--- src/rtl/wp_cmd_pkg.sv ---
// Package for the write-protect command sequencer.
// Holds the matcher state type, the byte-classification type and the command codes.
package wp_cmd_pkg;
    localparam int CMD_AW = 15;
    localparam logic [CMD_AW-1:0] UNLK_A1 = 15'h5555;
    localparam logic [CMD_AW-1:0] UNLK_A2 = 15'h2AAA;
    localparam logic [7:0] UNLK_D1  = 8'hAA;
    localparam logic [7:0] UNLK_D2  = 8'h55;
    localparam logic [7:0] OP_OPEN  = 8'hA0;
    localparam logic [7:0] OP_IDIN  = 8'h90;
    localparam logic [7:0] OP_IDOUT = 8'hF0;
    localparam logic [7:0] OP_LONG  = 8'h80;
    localparam logic [7:0] OP_UNPR  = 8'h20;
    localparam logic [7:0] OP_ERASE = 8'h10;
    localparam logic [7:0] MFR_CODE = 8'hBF;

    typedef enum logic [2:0] {
        M_IDLE, M_U1, M_U2, M_X3, M_X4, M_X5
    } mstate_t;

    typedef enum logic [2:0] {
        K_PART, K_OPEN, K_IDIN, K_IDOUT, K_UNPROT, K_ERASE, K_DATA
    } kind_t;
endpackage

--- src/rtl/wp_seq_match.sv ---
// Unlock-sequence matcher.
// Classifies the byte load on the current cycle from the matcher state and the byte.
// It advances only when en is high. Assumes en is already gated by lockout, busy and open window.
module wp_seq_match
    import wp_cmd_pkg::*;
(
    input  logic              clk,
    input  logic              rst_n,
    input  logic              en,
    input  logic [CMD_AW-1:0] addr,
    input  logic [7:0]        data,
    output kind_t             kind
);
    mstate_t st_q, st_d;
    logic    at_a1, at_a2;

    assign at_a1 = (addr == UNLK_A1);
    assign at_a2 = (addr == UNLK_A2);

    // Classify the current byte and choose the next matcher state.
    always_comb begin
        kind = K_DATA;
        st_d = M_IDLE;
        case (st_q)
            M_IDLE: if (at_a1 && data == UNLK_D1) begin kind = K_PART; st_d = M_U1; end
            M_U1:   if (at_a2 && data == UNLK_D2) begin kind = K_PART; st_d = M_U2; end
            M_U2:   if (at_a1) begin
                        case (data)
                            OP_OPEN:  kind = K_OPEN;
                            OP_IDIN:  kind = K_IDIN;
                            OP_IDOUT: kind = K_IDOUT;
                            OP_LONG:  begin kind = K_PART; st_d = M_X3; end
                            default:  kind = K_DATA;
                        endcase
                    end
            M_X3:   if (at_a1 && data == UNLK_D1) begin kind = K_PART; st_d = M_X4; end
            M_X4:   if (at_a2 && data == UNLK_D2) begin kind = K_PART; st_d = M_X5; end
            M_X5:   if (at_a1) begin
                        case (data)
                            OP_UNPR:  kind = K_UNPROT;
                            OP_ERASE: kind = K_ERASE;
                            default:  kind = K_DATA;
                        endcase
                    end
            default: st_d = M_IDLE;
        endcase
    end

    // Matcher state register.
    always_ff @(posedge clk) begin
        if (!rst_n)  st_q <= M_IDLE;
        else if (en) st_q <= st_d;
    end

    // a non-command byte always returns the matcher to idle
    a_r10_break_idle: assert property (@(posedge clk) disable iff (!rst_n)
        (en && kind == K_DATA) |=> (st_q == M_IDLE));
endmodule

--- src/rtl/wp_lock_timer.sv ---
// Rejected-write lockout timer.
// A start pulse holds lockout high for LOCK_CYC cycles, beginning on the next cycle.
// Assumes start never arrives while lockout is already high.
module wp_lock_timer #(
    parameter int LOCK_CYC = 15000
) (
    input  logic clk,
    input  logic rst_n,
    input  logic start,
    output logic lockout
);
    localparam int CNT_W = $clog2(LOCK_CYC + 1);
    localparam logic [CNT_W-1:0] LOAD = CNT_W'(LOCK_CYC);

    logic [CNT_W-1:0] cnt_q;

    // Load on start, otherwise count down to zero.
    always_ff @(posedge clk) begin
        if (!rst_n)          cnt_q <= '0;
        else if (start)      cnt_q <= LOAD;
        else if (cnt_q != 0) cnt_q <= cnt_q - 1'b1;
    end

    assign lockout = (cnt_q != 0);

    // gating upstream must keep a start from arriving during a lockout
    a_r5_no_restart: assert property (@(posedge clk) disable iff (!rst_n)
        lockout |-> !start);
endmodule

--- src/rtl/wp_id_read.sv ---
// Identification read path.
// While id_mode is set, a read request returns the manufacturer code at address 0 and DEV_CODE at address 1, one cycle later.
// Any other address returns 00h.
module wp_id_read
    import wp_cmd_pkg::*;
#(
    parameter int         ADDR_W   = 17,
    parameter logic [7:0] DEV_CODE = 8'h08
) (
    input  logic              clk,
    input  logic              rst_n,
    input  logic              id_mode,
    input  logic              rd_req,
    input  logic [ADDR_W-1:0] rd_addr,
    output logic              rd_id_valid,
    output logic [7:0]        rd_id_data
);
    logic [7:0] sel;

    // Pick the identification byte for the requested address.
    always_comb begin
        if (rd_addr == ADDR_W'(0))      sel = MFR_CODE;
        else if (rd_addr == ADDR_W'(1)) sel = DEV_CODE;
        else                            sel = 8'h00;
    end

    // Register the steered read result.
    always_ff @(posedge clk) begin
        if (!rst_n) begin
            rd_id_valid <= 1'b0;
            rd_id_data  <= 8'h00;
        end else begin
            rd_id_valid <= rd_req && id_mode;
            rd_id_data  <= (rd_req && id_mode) ? sel : 8'h00;
        end
    end

    // identification data only answers a request
    a_r9_valid_after_req: assert property (@(posedge clk) disable iff (!rst_n)
        rd_id_valid |-> $past(rd_req));
endmodule

--- src/rtl/wp_cmd_seq.sv ---
// Software write-protect command sequencer (top).
// Gates byte loads by busy and lockout, and runs the matcher outside an open write window.
// Keeps the protect, window and ID flags, and issues the permit and erase pulses.
// Assumes cyc_busy comes from the array controller and rises only after a page load.
module wp_cmd_seq
    import wp_cmd_pkg::*;
#(
    parameter int         ADDR_W   = 17,
    parameter int         LOCK_CYC = 15000,
    parameter logic [7:0] DEV_CODE = 8'h08
) (
    input  logic              clk,
    input  logic              rst_n,
    input  logic              ld_stb,
    input  logic [CMD_AW-1:0] ld_addr,
    input  logic [7:0]        ld_data,
    input  logic              cyc_busy,
    input  logic              rd_req,
    input  logic [ADDR_W-1:0] rd_addr,
    output logic              protect,
    output logic              wr_permit,
    output logic              erase_go,
    output logic              id_mode,
    output logic              lockout,
    output logic              rd_id_valid,
    output logic [7:0]        rd_id_data
);
    logic  eff_stb, m_en, lock_start, open_q;
    kind_t kind;

    assign eff_stb    = ld_stb && !cyc_busy && !lockout;
    assign m_en       = eff_stb && !open_q;
    assign lock_start = m_en && (kind == K_DATA) && protect;

    wp_seq_match u_match (
        .clk(clk), .rst_n(rst_n), .en(m_en),
        .addr(ld_addr), .data(ld_data), .kind(kind)
    );

    wp_lock_timer #(.LOCK_CYC(LOCK_CYC)) u_lock (
        .clk(clk), .rst_n(rst_n), .start(lock_start), .lockout(lockout)
    );

    wp_id_read #(.ADDR_W(ADDR_W), .DEV_CODE(DEV_CODE)) u_id (
        .clk(clk), .rst_n(rst_n), .id_mode(id_mode), .rd_req(rd_req),
        .rd_addr(rd_addr), .rd_id_valid(rd_id_valid), .rd_id_data(rd_id_data)
    );

    // Update the mode flags and pulses from the classified byte load.
    always_ff @(posedge clk) begin
        if (!rst_n) begin
            protect   <= 1'b0;
            open_q    <= 1'b0;
            id_mode   <= 1'b0;
            wr_permit <= 1'b0;
            erase_go  <= 1'b0;
        end else begin
            wr_permit <= 1'b0;
            erase_go  <= 1'b0;
            if (cyc_busy) open_q <= 1'b0;
            if (eff_stb && open_q) begin
                wr_permit <= 1'b1;
            end else if (m_en) begin
                case (kind)
                    K_OPEN:   begin protect <= 1'b1; open_q <= 1'b1; end
                    K_IDIN:   id_mode  <= 1'b1;
                    K_IDOUT:  id_mode  <= 1'b0;
                    K_UNPROT: protect  <= 1'b0;
                    K_ERASE:  erase_go <= 1'b1;
                    K_DATA:   if (!protect) wr_permit <= 1'b1;
                    default:  ;
                endcase
            end
        end
    end

    // a rejected write never also yields a permit
    a_r4_lock_no_permit: assert property (@(posedge clk) disable iff (!rst_n)
        lockout |-> !wr_permit);
    // nothing is accepted while the array is busy
    a_r5_busy_quiet: assert property (@(posedge clk) disable iff (!rst_n)
        cyc_busy |=> (!wr_permit && !erase_go));
    // protection is only set by a byte load
    a_r3_prot_rise: assert property (@(posedge clk) disable iff (!rst_n)
        $rose(protect) |-> $past(ld_stb && !cyc_busy));
    // protection is only cleared by an accepted byte load
    a_r6_prot_fall: assert property (@(posedge clk) disable iff (!rst_n)
        $fell(protect) |-> $past(ld_stb && !lockout));
    // erase start is a single-cycle pulse
    a_r7_erase_one: assert property (@(posedge clk) disable iff (!rst_n)
        erase_go |=> !erase_go);
endmodule

--- config.mk ---
export PLATFORM = sky130hd
export DESIGN_NAME = wp_cmd_seq
export DESIGN_NICKNAME = d
export VERILOG_FILES = /design/src/rtl/wp_cmd_pkg.sv /design/src/rtl/wp_seq_match.sv /design/src/rtl/wp_lock_timer.sv /design/src/rtl/wp_id_read.sv /design/src/rtl/wp_cmd_seq.sv
export SDC_FILE = /design/constraint.sdc
export NUM_CORES = 1
export LEC_CHECK = 0
export BUFFER_PORTS_ARGS = -buffer_cell sky130_fd_sc_hd__clkbuf_2
export CORE_MARGIN = 1.5
export CORE_UTILIZATION = 40
export DETAILED_ROUTE_END_ITERATION = 10
export GPL_ROUTABILITY_DRIVEN = 0
export PLACE_DENSITY = 0.69
export SYNTH_ARGS = -nofsm -noshare
export SYNTH_HDL_FRONTEND = slang
export SYNTH_SLANG_ARGS = --single-unit
--- constraint.sdc ---
create_clock -name clk -period 4.81 [get_ports clk]
set_input_delay 0 -clock clk [delete_from_list [all_inputs] [get_ports clk]]
set_output_delay 0 -clock clk [all_outputs]
set_load 0.05 [all_outputs]
==> results_dict.tcl, run 1 <==
set metrics [dict create \
    die_area_um2 4530 \
    cts_buffers 3 \
    antenna_found_initial 0 \
    status "complete, no violations" \
    endpoint_kind "flip-flop" \
    syn_area_per_cell_um2 8.06 \
    fin_setup_tns_ns 0 \
    worstSetupPathType "flip-flop to flip-flop" \
    core_area_um2 4000 \
    std_cell_rows 23 \
    startpoint_type "flip-flop" \
    fin_area_um2 2020 \
    min_path_cells 4 \
    cts-root-buf "clkbuf_8" \
    grt_max_degree 17 \
    cp.required_ns 5.01 \
    viasPerCell 5.50 \
    drive_gt1_frac 0.252 \
    min_to "u_id.rd_id_data[3]$_SDFF_PN0_" \
    min-delay-start "rd_addr[2]" \
    wl_per_cell_um 12.6 \
    grt_pass1_vias 1524 \
    setup_viol 0 \
    synth_edf_count 0 \
    min_period_ns 2.73 \
    cp.arrival_ns 2.93 \
    start_util 0.413 \
    routed_wl_um 3890 \
    worstSkewPairLatency_ns 0.26 \
    nets 305 \
    drtIter0Drc 75 \
    cts_setup_buffers 0 \
    drc 0 \
    worst_slew_pin_slew_ns 0.739 \
    min_period_over_period 0.568 \
    ys_seq_area_frac 0.303 \
    drv_slew 0 \
    crit_fanout 12 \
    p_leak_nw 0.830 \
    grt_overflow_total 0 \
    ys.warnings.count 0 \
    groute.usage.overall 0.179 \
    ant_nets 0 \
    port_buffers 57 \
    power.total_mw 0.798 \
    cts.path.max_buffers 2 \
    synth.ff_latch_count 25 \
    layout.cells.non_filler 308 \
    ys_types 48 \
    rr_endpoint "id_mode$_SDFFE_PN0P_" \
    cts_resized 0 \
    hold_viol 0 \
    io_pins 59 \
    pwr_density_cell_nw_per_um2 394 \
    dp_hpwl_um 3020 \
    clock_skew_ns 0.00137 \
    synth_area_um2 1650 \
    synthCells 205 \
    rsz0062_at_grt "false" \
    ff2ff_path_depth 8 \
    dr.pass1.iters 5 \
    p_comb_frac 0.459 \
    post-route-util 0.506 \
    relSlewSlack 0.503 \
    cts_tree "done" \
    vias 1695 \
    ff2ff_setup_slack_ns 2.08 \
    power_frac_clock 0.154 \
    dpl-instance-area_um2 1920 \
    netSwitchingFraction 0.393 \
    r2r_start "u_lock.cnt_q[0]$_SDFFE_PP0P_" \
    grt_pass1_wl_um 6460 \
    areaGrowthSynthToFinish_pct 22.5 \
    p_int_mw 0.484 \
    antenna_cells 0 \
    ir_drop_uv 176 \
    synth_ff_type "dfxtp_1" \
    synthArstFlopShare 0 \
    clk_pin_slew_worst_paths_ns 0.08 \
    synth_nets 251 \
    die_h_um 67.3 \
    h-tree-depth 1 \
    pwr-share-seq 0.387 \
    post-place-cells 298 \
    p_sw_mw 0.314 \
    fp.dieW_um 67.3 \
    max_freq_mhz 366 \
    cap_viol_max_count 0 \
    worstHoldPathType "input pin to flip-flop" \
    cts.sinks 25 \
]
==> power by group through the flow <==
stage / combinational, mW / clock (mW) / sequential [mW]
detailed placement: 0.364 / 0 / 0.312
floorplan: 0.294 / 0 / 0.306
global placement: 0.359 / 0 / 0.312
global route: 0.409 / 0.134 / 0.315
finish: 0.366 / 0.123 / 0.308
CTS: 0.368 / 0.126 / 0.309
==> routing by layer <==
metal | wire length (um) | part of all wire | vias to the layer above | GRT usage
met2 | 1850 | 0.48 | 44 | 0.329
met1 | 1810 | 0.47 | 774 | 0.214
li1 | - | - | 871 | -
met5 | 0 | 0 | - | 0
met4 | 51 | 0.013 | 0 | 0.0383
met3 | 174 | 0.045 | 6 | 0.0350
==> registers in the layout, summed over array words and instances, names as in the netlist <==
name,flops
protect,1
wr_permit,1
u_match.st_q,3
u_id.rd_id_valid,1
open_q,1
u_lock.cnt_q,14
id_mode,1
u_id.rd_id_data,2
erase_go,1
==> critical path, cell delays in order, from the launching register on <==
cell and delay (ns):
dfxtp_1 0.32, inv_1 0.08, ha_1 0.22, nor4b_2 0.29, nand4_1 0.45, or3_1 0.61
nor2_1 0.13, or4b_1 0.45, a21oi_1 0.12
==> worst max-delay path by stage <==
| stage | end | from | slack (ns) | cells after the start |
|---|---|---|---|---|
| global route | id_mode$_SDFFE_PN0P_ | u_lock.cnt_q[0]$_SDFFE_PP0P_ | 1.83 | 8 |
| global placement | id_mode$_SDFFE_PN0P_ | u_lock.cnt_q[0]$_SDFFE_PP0P_ | 2.22 | 8 |
| detailed placement | id_mode$_SDFFE_PN0P_ | u_lock.cnt_q[0]$_SDFFE_PP0P_ | 2.10 | 8 |
| CTS | id_mode$_SDFFE_PN0P_ | u_lock.cnt_q[0]$_SDFFE_PP0P_ | 2.07 | 8 |
| floorplan | u_lock.cnt_q[11]$_SDFFE_PN0P_ | u_lock.cnt_q[0]$_SDFFE_PP0P_ | 2.39 | 9 |
| finish | id_mode$_SDFFE_PN0P_ | u_lock.cnt_q[0]$_SDFFE_PP0P_ | 2.08 | 8 |
==> cell usage in the layout (no fill, tap or decap), types with 3 or more instances in the layout <==
cell type,instances
clkbuf_8,3
nand2_1,12
or3_1,7
nor2_1,19
dfxtp_1,25
nor3_1,8
clkbuf_2,57
o21ai_0,12
nor4_1,9
nand3_1,9
nand4_1,8
and3_1,5
xor2_1,7
xnor2_1,7
and4b_1,3
dlygate4sd3_1,6
inv_1,7
nor4bb_1,7
a21oi_1,7
==> cell families (layout without fill, tap and decap cells) <==
family	count (synthesis)	count (layout)	synth area share
xor+xnor	14	14	0.0742
buf+inv	21	74	0.0651
other cells	1	1	0.00227
flops	25	25	0.303
simple gates	106	106	0.407
compound gates	37	37	0.141
fa+ha+maj	1	1	0.00757
==> metrics by stage <==
step | setup WS, ns | hold WS [ns]
finish | 2.08 | 0.00785
global route | 1.83 | 0.0336
CTS | 2.07 | 0.0000603
detailed placement | 2.10 | 0.167
global placement | 2.22 | 0.170
floorplan | 2.39 | 0.0780
==> repair_timing <==
action,4_1_cts,5_1_grt
endpoints found under the hold margin,4,0
hold buffers,6,0
endpoints found under the setup margin,0,0
==> Yosys cell counts (all sizes together) (8+ instances only) <==
library cell | instances | area (um^2)
o21ai | 12 | 60.1
nor2 | 19 | 71.3
buf | 11 | 70.1
nand4 | 8 | 50.1
nand3 | 9 | 45.0
nor4 | 10 | 77.6
nand2 | 12 | 45.0
nor3 | 8 | 40.0
dfxtp | 25 | 500
==> layout make-up <==
class                           count  area, um^2
Clock buffer                        4        45.0
Fill cell                         385        1980
Inverter                            7        26.3
Multi-Input combinational cell    159        1040
Sequential cell                    25         500
Tap cell                           50        62.6
Timing Repair Buffer               63         345
No activity file was read; power rests on OpenSTA's default activity.
==> inputs of run 2 (changes only) <==
==> constraint.sdc (replaced) <==
create_clock -name clk -period 2.9 [get_ports clk]
set_input_delay 0 -clock clk [delete_from_list [all_inputs] [get_ports clk]]
set_output_delay 0 -clock clk [all_outputs]
set_load 0.05 [all_outputs]
==> run 2 against run 1 <==
- the run now ends with hold timing left
- global-route usage increased by 0.87 points
- worst setup slack got worse by 1.6 ns
- sequential share of layout area decreased by 0.17 points
- first-iteration DRC count decreased by 47%
- total power increased by 69%
- critical endpoint unchanged
- largest cell class unchanged
- highest routed layer unchanged
==> results_dict.tcl, run 2 (synthesis gave the netlist of run 1 again) <==
set metrics [dict create \
    rsz0062_at_grt "false" \
    cts_buffers 3 \
    groute.usage.overall 0.188 \
    clock_skew_ns 0.00746 \
    cts.sinks 25 \
    min_period_over_period 0.820 \
    cp.required_ns 3.10 \
    antenna_found_initial 0 \
    p_leak_nw 0.842 \
    hold_viol 1 \
    drtIter0Drc 40 \
    cts-root-buf "clkbuf_8" \
    fin_area_um2 2040 \
    cts_resized 0 \
    worstHoldPathType "input pin to flip-flop" \
    fp.dieW_um 67.3 \
    endpoint_kind "flip-flop" \
    io_pins 59 \
    crit_fanout 7 \
    worst_slew_pin_slew_ns 0.542 \
    violations "hold timing" \
    cp.arrival_ns 2.58 \
    cap_viol_max_count 0 \
    setup_viol 0 \
    areaGrowthSynthToFinish_pct 23.3 \
    wl_per_cell_um 12.8 \
    relSlewSlack 0.636 \
    max_freq_mhz 420 \
    port_buffers 57 \
    pwr_density_cell_nw_per_um2 660 \
    die_area_um2 4530 \
    grt_max_degree 17 \
    ff2ff_setup_slack_ns 0.52 \
    ir_drop_uv 253 \
    h-tree-depth 1 \
    worst_slack_ns 0.521 \
    viasPerCell 5.49 \
    grt_pass1_vias 1564 \
    largest_register_ffs 14 \
    reg.largest.list "u_lock.cnt_q x14, u_match.st_q x3, u_id.rd_id_data x2" \
    drv_slew 0 \
    status "finished, violations left" \
    std_cell_rows 23 \
    clk_pin_slew_worst_paths_ns 0.09 \
    mostFrequentLayoutCells "57 x clkbuf_2, 25 x dfxtp_1, 19 x nor2_1" \
    grt_overflow_total 0 \
    worstSkewPairLatency_ns 0.27 \
    place_ws_ns 0.580 \
    worstSetupPathType "flip-flop to flip-flop" \
    grt_pass1_wl_um 6670 \
    largest-register "u_lock.cnt_q" \
    vias 1702 \
    nets 307 \
    ant_nets 0 \
    die_h_um 67.3 \
    drive_gt1_frac 0.265 \
    cts_tree "done" \
    min_period_ns 2.38 \
    dr.pass1.iters 4 \
    final_common_cell "clkbuf_2" \
    dp_hpwl_um 3130 \
    core_area_um2 4000 \
    whs_ns -0.00300 \
    drc 0 \
    routed_wl_um 3960 \
    dpl-instance-area_um2 1940 \
    startpoint_type "flip-flop" \
    antenna_cells 0 \
    cts.path.max_buffers 2 \
    fin_setup_tns_ns 0 \
    power.total_mw 1.35 \
    start_util 0.413 \
]
run 2: final cells by class:
cell class | count | area (um^2)
Clock buffer | 3 | 41.3
Multi-Input combinational cell | 159 | 1040
Inverter | 7 | 26.3
Clock inverter | 1 | 5.00
Timing Repair Buffer | 65 | 358
Fill cell | 402 | 1960
Sequential cell | 25 | 500
Tap cell | 50 | 62.6
run 2: metrics by stage:
step / cells / util
after detailed placement: 301 / 0.485
after global placement: 301 / 0.485
after floorplan: 205 / -
after CTS: 310 / 0.510
after global routing: 310 / 0.510
final: 310 / 0.510
run 2: per-layer routing:
layer / global-route usage / share of wire
met1: 0.224 / 0.45
met5: 0 / 0
met2: 0.353 / 0.50
met3: 0.0333 / 0.041
met4: 0.0306 / 0.0058
run 2: path summary, 6_finish.rpt:
check,endpoint,start,cells after the start
worst max-delay path,id_mode$_SDFFE_PN0P_,u_lock.cnt_q[0]$_SDFFE_PP0P_,8
worst min-delay path,u_id.rd_id_valid$_SDFF_PN0_,rd_req,2
worst max register to register,id_mode$_SDFFE_PN0P_,u_lock.cnt_q[0]$_SDFFE_PP0P_,8
worst min register to register,id_mode$_SDFFE_PN0P_,id_mode$_SDFFE_PN0P_,2
run 2: timing repair:
| action | CTS | global route |
|---|---|---|
| setup buffers | 0 | 0 |
| hold buffers | 5 | 0 |
| hold endpoints to repair | 3 | 0 |
run 2: worst max-delay path: stages (launching register included):
cell and delay (ns):
dfxtp_1 0.32, inv_1 0.08, ha_1 0.20, nor4b_2 0.26, nand4_1 0.21, or3_1 0.51
nor2_1 0.12, or4b_1 0.45, a21oi_1 0.14
run 2: report_power, final:
part	leakage [nW]	switching, mW	internal (mW)
sequential	0.204	0.0870	0.425
clock	0.0255	0.111	0.0962
combinational	0.613	0.338	0.288
==> inputs of run 3 (changes only) <==
--- a/config.mk
+++ b/config.mk
@@ -10,7 +10,7 @@
 export CORE_UTILIZATION = 40
 export DETAILED_ROUTE_END_ITERATION = 10
 export GPL_ROUTABILITY_DRIVEN = 0
-export PLACE_DENSITY = 0.69
+export PLACE_DENSITY = 0.71
 export SYNTH_ARGS = -nofsm -noshare
 export SYNTH_HDL_FRONTEND = slang
 export SYNTH_SLANG_ARGS = --single-unit
==> constraint.sdc (replaced) <==
create_clock -name clk -period 2 [get_ports clk]
set_input_delay 0 -clock clk [delete_from_list [all_inputs] [get_ports clk]]
set_output_delay 0 -clock clk [all_outputs]
set_load 0.05 [all_outputs]
==> run 3 against run 2 <==
- the run ends with setup timing left
- worst hold slack better by 0.042 ns
- total power up 74%
- final area up 21%
- non-clock buffer count up 38
- combinational power up 110%
- wire length up 16%
- final cell count up 12%
- largest cell class unchanged
==> results_dict.tcl, run 3 (synthesis gave the netlist of run 1 again) <==
set metrics [dict create \
    status "finished, violations left" \
    violations "setup timing" \
    grt_overflow_total 0 \
    core_area_um2 4000 \
    drc 0 \
    hold_viol 0 \
    multi_input_area_um2 1160 \
    seq_area_um2 503 \
    final_common_cell "clkbuf_2" \
    worstSetupPathType "flip-flop to flip-flop" \
    largest_register_ffs 14 \
    largest-register "u_lock.cnt_q" \
    endpoint_kind "flip-flop" \
    startpoint_type "flip-flop" \
    areaGrowthSynthToFinish_pct 48.8 \
    cts-root-buf "clkbuf_8" \
    crit_fanout 4 \
    dr.pass1.iters 5 \
    std_cell_rows 23 \
    min_path_cells 4 \
    grt_max_degree 17 \
    clock_skew_ns 0.00388 \
    grt_pass1_vias 1728 \
    fp.dieW_um 67.3 \
    start_util 0.413 \
    ir_drop_uv 413 \
    dp_hpwl_um 3400 \
    antenna_cells 0 \
    ant_nets 0 \
    routed_wl_um 4600 \
    viasPerCell 5.43 \
    post-route-util 0.615 \
    die_area_um2 4530 \
    nets 345 \
    worst_slack_ns -0.149 \
    p_leak_nw 1.04 \
    max_freq_mhz 465 \
    mostFrequentLayoutCells "57 x clkbuf_2, 38 x buf_4, 23 x dfxtp_1" \
    fillers 350 \
    die_h_um 67.3 \
    antenna_found_initial 0 \
    ff2ff_path_depth 8 \
    min_period_over_period 1.07 \
    h-tree-depth 1 \
    io_pins 59 \
    groute.usage.overall 0.204 \
    dpl-instance-area_um2 2200 \
    cap_viol_max_count 0 \
    worstHoldPathType "input pin to flip-flop" \
    cp.arrival_ns 2.36 \
    grt_pass1_wl_um 7230 \
    whs_ns 0.0388 \
    wl_per_cell_um 13.2 \
    setup_viol 6 \
    clk_pin_slew_worst_paths_ns 0.09 \
    fin_area_um2 2460 \
    vias 1891 \
    cts.path.max_buffers 2 \
    drv_slew 0 \
    pwr_density_cell_nw_per_um2 954 \
    cts_tree "done" \
    rsz0062_at_grt "true" \
    drtIter0Drc 68 \
    port_buffers 57 \
    worstSkewPairLatency_ns 0.27 \
    cts.sinks 25 \
    reg.largest.list "u_lock.cnt_q x14, u_match.st_q x3, u_id.rd_id_data x2" \
    cts_buffers 3 \
    cp.required_ns 2.21 \
    min_period_ns 2.15 \
    power.total_mw 2.35 \
    drive_gt1_frac 0.409 \
]
-- run 3: through the flow --
| stage | cells | TNS, ns | setup WS [ns] |
|---|---|---|---|
| 3_5_place_dp | 331 | -0.735 | -0.0900 |
| 5_1_grt | 348 | -1.70 | -0.296 |
| 3_3_place_gp | 331 | -0.256 | -0.115 |
| 4_1_cts | 344 | -0.180 | -0.0794 |
| 2_1_floorplan | 205 | 0 | 0.0124 |
| 6_report | 348 | -0.504 | -0.149 |
-- run 3: cell type report --
cell class,instances,area share
clock buffers,3,0.0168
inverters,7,0.0107
repair buffers,103,0.269
clock inverters,1,0.00305
well taps,50,0.0254
flip-flops and latches,25,0.204
multi-input cells,159,0.471
-- run 3: critical path, stage by stage, from the launching register on --
cell and delay, ns:
dfxtp_2 0.34, inv_2 0.07, ha_4 0.12, nor4b_4 0.20, nand4_1 0.22, or3_4 0.46, nor2_1 0.08, or4b_4 0.46
a21oi_2 0.13
-- run 3: power by group --
part,internal [mW],switching [mW]
registers,0.621,0.116
clock network,0.141,0.164
logic,0.692,0.613
total,1.45,0.893
-- run 3: path summary, 6_finish.rpt --
| check | to | from | slack [ns] |
|---|---|---|---|
| worst max-delay path | id_mode$_SDFFE_PN0P_ | u_lock.cnt_q[0]$_SDFFE_PP0P_ | -0.15 |
| worst min-delay path | u_id.rd_id_data[3]$_SDFF_PN0_ | rd_addr[6] | 0.04 |
| worst max register to register | id_mode$_SDFFE_PN0P_ | u_lock.cnt_q[0]$_SDFFE_PP0P_ | -0.15 |
| worst min register to register | id_mode$_SDFFE_PN0P_ | id_mode$_SDFFE_PN0P_ | 0.48 |
-- run 3: metal layers --
metal,up-vias,track usage,share of wire
met2,55,0.379,0.50
met1,869,0.235,0.44
li1,958,-,-
met5,-,0,0
met3,9,0.0300,0.040
met4,0,0.0714,0.018
-- run 3: timing repair --
| action | CTS | global route |
|---|---|---|
| pin swaps | 2 | 9 |
| endpoints found under the setup margin | 6 | 16 |
| resized for setup | 5 | 14 |
| endpoints found under the hold margin | 4 | 0 |
| hold buffers | 7 | 0 |
| setup buffers | 2 | 4 |
